### src/rtl/sad_pkg.sv
package sad_pkg;

    typedef enum logic [1:0] {
        ST_IDLE    = 2'd0,
        ST_COLLECT = 2'd1,
        ST_DRAIN   = 2'd2
    } sad_state_t;

endpackage

### src/rtl/sad_absdiff_stage.sv
module sad_absdiff_stage #(
    parameter int LANES = 64,
    parameter int PIX_W = 8
) (
    input  logic                   clk,
    input  logic                   rst_n,
    input  logic                   flush,
    input  logic                   in_vld,
    input  logic                   in_last,
    input  logic [LANES*PIX_W-1:0] ref_row,
    input  logic [LANES*PIX_W-1:0] src_row,
    output logic                   d_vld,
    output logic                   d_last,
    output logic [LANES*PIX_W-1:0] d_flat
);

    logic [LANES*PIX_W-1:0] diff_c;

    for (genvar i = 0; i < LANES; i++) begin : g_lane
        logic [PIX_W-1:0] a;
        logic [PIX_W-1:0] b;
        assign a = ref_row[i*PIX_W +: PIX_W];
        assign b = src_row[i*PIX_W +: PIX_W];
        assign diff_c[i*PIX_W +: PIX_W] = (a >= b) ? (a - b) : (b - a);
    end

    always_ff @(posedge clk or negedge rst_n) begin
        if (!rst_n) begin
            d_vld  <= 1'b0;
            d_last <= 1'b0;
            d_flat <= '0;
        end else begin
            d_vld  <= in_vld && !flush;
            d_last <= in_last && !flush;
            if (in_vld) begin
                d_flat <= diff_c;
            end
        end
    end

endmodule

### src/rtl/sad_tree_stage.sv
module sad_tree_stage #(
    parameter int LANES = 64,
    parameter int PIX_W = 8,
    parameter int SUM_W = 14
) (
    input  logic                   clk,
    input  logic                   rst_n,
    input  logic                   flush,
    input  logic                   d_vld,
    input  logic                   d_last,
    input  logic [LANES*PIX_W-1:0] d_flat,
    output logic                   s_vld,
    output logic                   s_last,
    output logic [SUM_W-1:0]       s_sum
);

    localparam int LEVELS = $clog2(LANES);

    for (genvar l = 0; l <= LEVELS; l++) begin : g_lvl
        localparam int N = LANES >> l;
        logic [SUM_W-1:0] v [N];
        if (l == 0) begin : g_leaf
            for (genvar i = 0; i < N; i++) begin : g_in
                assign v[i] = SUM_W'(d_flat[i*PIX_W +: PIX_W]);
            end
        end else begin : g_node
            for (genvar i = 0; i < N; i++) begin : g_add
                assign v[i] = g_lvl[l-1].v[2*i] + g_lvl[l-1].v[2*i+1];
            end
        end
    end

    always_ff @(posedge clk or negedge rst_n) begin
        if (!rst_n) begin
            s_vld  <= 1'b0;
            s_last <= 1'b0;
            s_sum  <= '0;
        end else begin
            s_vld  <= d_vld && !flush;
            s_last <= d_last && !flush;
            if (d_vld) begin
                s_sum <= g_lvl[LEVELS].v[0];
            end
        end
    end

endmodule

### src/rtl/sad_ctrl_fsm.sv
module sad_ctrl_fsm
    import sad_pkg::*;
#(
    parameter int ROWS = 64
) (
    input  logic       clk,
    input  logic       rst_n,
    input  logic       blk_start,
    input  logic       row_vld,
    input  logic       retire_last,
    output sad_state_t cur_state,
    output logic       accept,
    output logic       accept_last,
    output logic       flush
);

    localparam int CNT_W = $clog2(ROWS);

    sad_state_t       state_q;
    sad_state_t       state_d;
    logic [CNT_W-1:0] row_cnt;

    // state register
    always_ff @(posedge clk or negedge rst_n) begin
        if (!rst_n) begin
            state_q <= ST_IDLE;
        end else begin
            state_q <= state_d;
        end
    end

    // next state
    always_comb begin
        state_d = state_q;
        unique case (state_q)
            ST_IDLE:    if (blk_start) state_d = ST_COLLECT;
            ST_COLLECT: begin
                if (blk_start) begin
                    state_d = ST_COLLECT;
                end else if (accept_last) begin
                    state_d = ST_DRAIN;
                end
            end
            ST_DRAIN:   if (retire_last) state_d = ST_IDLE;
            default:    state_d = ST_IDLE;
        endcase
    end

    // outputs
    always_comb begin
        accept      = 1'b0;
        accept_last = 1'b0;
        flush       = 1'b0;
        unique case (state_q)
            ST_IDLE:    flush = blk_start;
            ST_COLLECT: begin
                flush       = blk_start;
                accept      = row_vld && !blk_start;
                accept_last = accept && (row_cnt == CNT_W'(ROWS - 1));
            end
            ST_DRAIN:   flush = 1'b0;
            default:    flush = 1'b0;
        endcase
    end

    always_ff @(posedge clk or negedge rst_n) begin
        if (!rst_n) begin
            row_cnt <= '0;
        end else if (flush) begin
            row_cnt <= '0;
        end else if (accept) begin
            row_cnt <= row_cnt + 1'b1;
        end
    end

    assign cur_state = state_q;

endmodule

### src/rtl/sad_row_accum.sv
module sad_row_accum
    import sad_pkg::*;
#(
    parameter int LANES = 64,
    parameter int PIX_W = 8,
    parameter int ROWS  = 64,
    localparam int PIX_MAX = (1 << PIX_W) - 1,
    localparam int SUM_W   = $clog2(LANES * PIX_MAX + 1),
    localparam int ACC_W   = $clog2(ROWS * LANES * PIX_MAX + 1)
) (
    input  logic                   clk,
    input  logic                   rst_n,
    input  logic                   blk_start,
    input  logic                   row_vld,
    input  logic [LANES*PIX_W-1:0] ref_row,
    input  logic [LANES*PIX_W-1:0] src_row,
    output logic [ACC_W-1:0]       blk_sad,
    output logic                   blk_done
);

    sad_state_t             cur_state;
    logic                   accept;
    logic                   accept_last;
    logic                   flush;
    logic                   d_vld;
    logic                   d_last;
    logic [LANES*PIX_W-1:0] d_flat;
    logic                   s_vld;
    logic                   s_last;
    logic [SUM_W-1:0]       s_sum;
    logic [ACC_W-1:0]       acc_q;
    logic                   done_q;

    sad_ctrl_fsm #(.ROWS(ROWS)) u_ctrl (
        .clk         (clk),
        .rst_n       (rst_n),
        .blk_start   (blk_start),
        .row_vld     (row_vld),
        .retire_last (s_vld && s_last),
        .cur_state   (cur_state),
        .accept      (accept),
        .accept_last (accept_last),
        .flush       (flush)
    );

    sad_absdiff_stage #(.LANES(LANES), .PIX_W(PIX_W)) u_diff (
        .clk     (clk),
        .rst_n   (rst_n),
        .flush   (flush),
        .in_vld  (accept),
        .in_last (accept_last),
        .ref_row (ref_row),
        .src_row (src_row),
        .d_vld   (d_vld),
        .d_last  (d_last),
        .d_flat  (d_flat)
    );

    sad_tree_stage #(.LANES(LANES), .PIX_W(PIX_W), .SUM_W(SUM_W)) u_tree (
        .clk    (clk),
        .rst_n  (rst_n),
        .flush  (flush),
        .d_vld  (d_vld),
        .d_last (d_last),
        .d_flat (d_flat),
        .s_vld  (s_vld),
        .s_last (s_last),
        .s_sum  (s_sum)
    );

    always_ff @(posedge clk or negedge rst_n) begin
        if (!rst_n) begin
            acc_q  <= '0;
            done_q <= 1'b0;
        end else begin
            done_q <= s_vld && s_last && !flush;
            if (flush) begin
                acc_q <= '0;
            end else if (s_vld) begin
                acc_q <= acc_q + ACC_W'(s_sum);
            end
        end
    end

    assign blk_sad  = acc_q;
    assign blk_done = done_q;

endmodule

### config.mk
export PLATFORM = sky130hd
export DESIGN_NAME = sad_row_accum
export DESIGN_NICKNAME = d
export VERILOG_FILES = /design/src/rtl/sad_pkg.sv /design/src/rtl/sad_absdiff_stage.sv /design/src/rtl/sad_tree_stage.sv /design/src/rtl/sad_ctrl_fsm.sv /design/src/rtl/sad_row_accum.sv
export SDC_FILE = /design/constraint.sdc
export NUM_CORES = 2
export LEC_CHECK = 0
export BUFFER_PORTS_ARGS = -buffer_cell sky130_fd_sc_hd__buf_2
export CAP_MARGIN = 5
export CORE_UTILIZATION = 30
export CTS_CLUSTER_SIZE = 14
export DETAILED_ROUTE_END_ITERATION = 6
export GPL_TIMING_DRIVEN = 0
export PLACE_DENSITY = 0.53
export SYNTH_ARGS = -nofsm -noshare
export SYNTH_HDL_FRONTEND = slang
export SYNTH_HIERARCHICAL = 1
export SYNTH_SLANG_ARGS = --single-unit
### constraint.sdc
create_clock -name clk -period 7.84 [get_ports clk]
set_input_delay 1.176 -clock clk [delete_from_list [all_inputs] [get_ports clk]]
set_output_delay 1.176 -clock clk [all_outputs]
set_load 0.01 [all_outputs]
==> impl_metrics.prom <==
# TYPE chip_impl_metric gauge
chip_impl_metric{name="critical_path.max_fanout",unit=""} 6
chip_impl_metric{name="cts-buffers-inserted",unit=""} 83
chip_impl_metric{name="synth_area",unit="sq um"} 84360
chip_impl_info{name="worstHoldStart",value="u_diff/d_last$_DFF_PN0_"} 1
chip_impl_metric{name="core",unit="sq um"} 279400
chip_impl_info{name="outcome",value="finished with violations"} 1
chip_impl_metric{name="route.final.wire_length",unit="um"} 403000
chip_impl_metric{name="tritoncts_num_sinks",unit=""} 559
chip_impl_metric{name="timing.final.crit_period",unit="ns"} 7.578
chip_impl_metric{name="rows",unit=""} 194
chip_impl_metric{name="critPathBufInv",unit=""} 6
chip_impl_metric{name="synth_enable_flop_cells",unit=""} 0
chip_impl_info{name="min_delay_worst_endpoint",value="u_tree/s_last$_DFF_PN0_"} 1
chip_impl_info{name="rsz0062_at_grt",value="false"} 1
chip_impl_metric{name="clock_tree.buffer_depth",unit=""} 3
chip_impl_metric{name="syn_area_per_cell",unit="sq um"} 8.085
chip_impl_metric{name="cap_violations",unit=""} 0
chip_impl_info{name="most-common-layout-cells",value="inv_1, buf_2, ha_1, a21oi_1, nand2_1"} 1
chip_impl_metric{name="post_drt_wl_per_cell",unit="um"} 25.92
chip_impl_info{name="r2r_start",value="u_diff/d_flat[186]$_DFFE_PN0P_"} 1
chip_impl_metric{name="first_pass_grt_wire_length",unit="um"} 566800
chip_impl_metric{name="gpl.final_weighted_congestion",unit=""} 0.9495
chip_impl_metric{name="fin_hold_ws",unit="ns"} 0.4566
chip_impl_info{name="crit_top_cell",value="fa_1"} 1
chip_impl_metric{name="port_buffer_count",unit=""} 1048
chip_impl_metric{name="timing_hold_violations_final",unit=""} 0
chip_impl_metric{name="largest_net_degree_at_the_start_of_global_routing",unit=""} 105
chip_impl_info{name="most_common_cell_after_layout_fill_and_taps_aside",value="inv_1"} 1
chip_impl_info{name="cts-root-buf",value="clkbuf_16"} 1
chip_impl_info{name="timing.critical_path.cells",value="inv_1, fa_1, inv_1, fa_1, inv_1, fa_1, fa_1, inv_1, fa_1, fa_2, fa_1, fa_1, inv_1, fa_1, fa_1, inv_1, ha_1, a211oi_2, o211ai_2, a2111o_1, nand3_1"} 1
chip_impl_info{name="worst_path_dominant_cell_family",value="adder cells"} 1
chip_impl_metric{name="post-route-period-util",unit="%"} 96.66
chip_impl_info{name="timing.hold.worst.class",value="flip-flop to flip-flop"} 1
chip_impl_metric{name="detailedPlacementHpwl",unit="um"} 329400
chip_impl_metric{name="post-route-drc-count",unit=""} 237
chip_impl_metric{name="holdPathStages",unit=""} 1
chip_impl_metric{name="yosysWarningCount",unit=""} 6
chip_impl_metric{name="antenna_left",unit=""} 0
chip_impl_metric{name="grt_antenna_before_repair",unit=""} 222
chip_impl_metric{name="chipWidth",unit="um"} 532.3
chip_impl_info{name="violations_in_the_final_reports",value="design-rule violations"} 1
chip_impl_metric{name="drt_first_iter_violations",unit=""} 7781
chip_impl_metric{name="final-setup-viol-count",unit=""} 0
chip_impl_metric{name="critPathMaxStageDelay",unit="ns"} 0.70
chip_impl_metric{name="firstDrtPassIters",unit=""} 7
chip_impl_metric{name="globalRouteTotalUtil",unit="%"} 27.55
chip_impl_metric{name="timing.setup.tns",unit="ns"} 0
chip_impl_metric{name="fin_skew",unit="ns"} 0.05150
chip_impl_metric{name="cts.reportedPaths.clkPinSlew",unit="ns"} 0.06
chip_impl_metric{name="first_global_vias",unit=""} 79114
chip_impl_metric{name="cts_setup_buffers",unit=""} 0
chip_impl_metric{name="max_freq",unit="GHz"} 0.1320
chip_impl_metric{name="ioPinCount",unit=""} 1049
chip_impl_metric{name="synth_cell_types",unit=""} 72
chip_impl_metric{name="postLayoutCellArea",unit="sq um"} 98020
chip_impl_metric{name="reg2reg_setup_slack",unit="ns"} 0.26
chip_impl_metric{name="timing_worst_slew_pin_value",unit="ns"} 1.482
chip_impl_metric{name="timing.reg2reg.worst_path_depth",unit=""} 21
chip_impl_metric{name="netlist_instances",unit=""} 10435
chip_impl_info{name="critical_path_slowest_stage_cell",value="fa_2"} 1
chip_impl_metric{name="dieArea",unit="sq um"} 283300
chip_impl_info{name="ys_dominant_reg_cell",value="dfrtp_1"} 1
chip_impl_metric{name="areaGrowthSynthToFinish",unit="%"} 16.19
chip_impl_metric{name="drive_gt1_share",unit="%"} 13.78
chip_impl_metric{name="critical_path_required",unit="ns"} 8.50
chip_impl_metric{name="final-max-slew-violation-count",unit=""} 0
chip_impl_metric{name="initial_utilization",unit="%"} 30.20
chip_impl_metric{name="viasPerCell",unit=""} 5.390
chip_impl_metric{name="htreeDepth",unit=""} 3
chip_impl_metric{name="final_nets",unit=""} 14278
chip_impl_metric{name="dr_total_vias",unit=""} 83797
chip_impl_metric{name="grt_remaining_overflow",unit=""} 0
chip_impl_metric{name="postLayoutCoreUtil",unit="%"} 35.08
chip_impl_metric{name="postSynthRegisterBits",unit=""} 559
chip_impl_info{name="cp-start-kind",value="flip-flop"} 1
chip_impl_info{name="tritoncts",value="built"} 1
chip_impl_info{name="worstReg2RegEnd",value="u_tree/s_sum[13]$_DFFE_PN0P_"} 1
chip_impl_metric{name="worst_skew_pair.late_latency",unit="ns"} 0.76
chip_impl_metric{name="critPathArrivalTime",unit="ns"} 8.24
chip_impl_metric{name="post_dp_cell_area",unit="sq um"} 94730
chip_impl_metric{name="die_h",unit="um"} 532.3
chip_impl_metric{name="synthesis.nets",unit=""} 13123
chip_impl_info{name="critical_path.endpoint_type",value="flip-flop"} 1
chip_impl_info{name="timing_worst_setup_path_type",value="flip-flop to flip-flop"} 1
chip_impl_metric{name="postSynth.asyncResetShare",unit="%"} 100.0
chip_impl_metric{name="relSlewSlack",unit="%"} 1.186
chip_impl_metric{name="seq_area_frac_synth",unit="%"} 16.58
[worst register-to-register path: stages, from the launching register on]
cell and delay [ns]:
dfrtp_1 0.39, inv_1 0.07, fa_1 0.58, inv_1 0.09, fa_1 0.53, inv_1 0.12
fa_1 0.53, fa_1 0.41, inv_1 0.19, fa_1 0.56, fa_2 0.70, fa_1 0.46
fa_1 0.50, inv_1 0.05, fa_1 0.48, fa_1 0.51, inv_1 0.04, ha_1 0.35
a211oi_2 0.28, o211ai_2 0.19, a2111o_1 0.40, nand3_1 0.08
[logic make-up after synthesis]
family | after synthesis | synth area share, %
fa+ha+maj | 1660 | 30.09
mux | 145 | 1.845
simple gates | 3176 | 21.90
compound gates | 2489 | 18.50
xor+xnor | 15 | 0.1557
flops | 559 | 16.58
buf+inv | 2391 | 10.93
[routing by layer]
layer | part of all wire (%) | GRT usage, % | up-vias
met5 | 0.11 | 0 | -
met4 | 4.9 | 13.67 | 72
met3 | 7.2 | 4.409 | 626
met2 | 44 | 42.80 | 3471
met1 | 43 | 36.95 | 40926
li1 | - | - | 38702
[state kept, by name, summed over array words and instances (netlist names)]
name,cells
u_diff/d_last,1
u_tree/s_vld,1
u_tree/s_sum,14
u_diff/d_flat,512
blk_done,1
blk_sad,20
u_tree/s_last,1
u_ctrl/row_cnt,6
u_ctrl/cur_state,2
u_diff/d_vld,1
[through the flow]
stage	setup slack (ns)	instances
floorplan	1.031	10435
global placement	-8.292	15207
detailed placement	0.2113	15227
CTS	0.1580	15380
global route	0.01228	15492
finish	0.2618	15546
[layout make-up]
cell class | count | area, sq um
Fill cell | 29837 | 181400
Multi-Input combinational cell | 7485 | 61160
Sequential cell | 559 | 13990
Inverter | 1801 | 6760
Timing Repair Buffer | 1070 | 5698
Tap cell | 3724 | 4659
Buffer | 590 | 2499
Clock buffer | 106 | 2305
Clock inverter | 47 | 536.8
Antenna cell | 164 | 410.4
[synthesized netlist by cell type (251+ instances only)]
cell type / count / area share [%]
inv_1: 1801 / 8.0
ha_1: 1045 / 15
a21oi_1: 923 / 5.5
nand2_1: 616 / 2.7
fa_1: 615 / 15
dfrtp_1: 559 / 17
o21ai_0: 545 / 3.2
nand3_1: 410 / 2.4
clkbuf_1: 393 / 1.7
or3_1: 323 / 2.4
nand4_1: 314 / 2.3
nand3b_1: 307 / 2.7
nor2_1: 251 / 1.1
[how the worst max path moves through the flow]
stage,from,to,depth (start not counted)
after detailed placement,u_diff/d_flat[266]$_DFFE_PN0P_,u_tree/s_sum[13]$_DFFE_PN0P_,21
after CTS,u_diff/d_flat[274]$_DFFE_PN0P_,u_tree/s_sum[13]$_DFFE_PN0P_,21
after floorplan,u_diff/d_flat[412]$_DFFE_PN0P_,u_tree/s_sum[13]$_DFFE_PN0P_,21
after global placement,rst_n,u_diff/d_flat[102]$_DFFE_PN0P_,1
final,u_diff/d_flat[186]$_DFFE_PN0P_,u_tree/s_sum[13]$_DFFE_PN0P_,21
after global routing,u_diff/d_flat[170]$_DFFE_PN0P_,u_tree/s_sum[13]$_DFFE_PN0P_,21
[repair_timing]
item	4_1_cts	5_1_grt
setup endpoints to repair	0	2
hold buffers	0	0
resized for setup	0	2
Power is not shown: default switching activity piles up to over one toggle a cycle in this logic, so the estimate is an artifact.
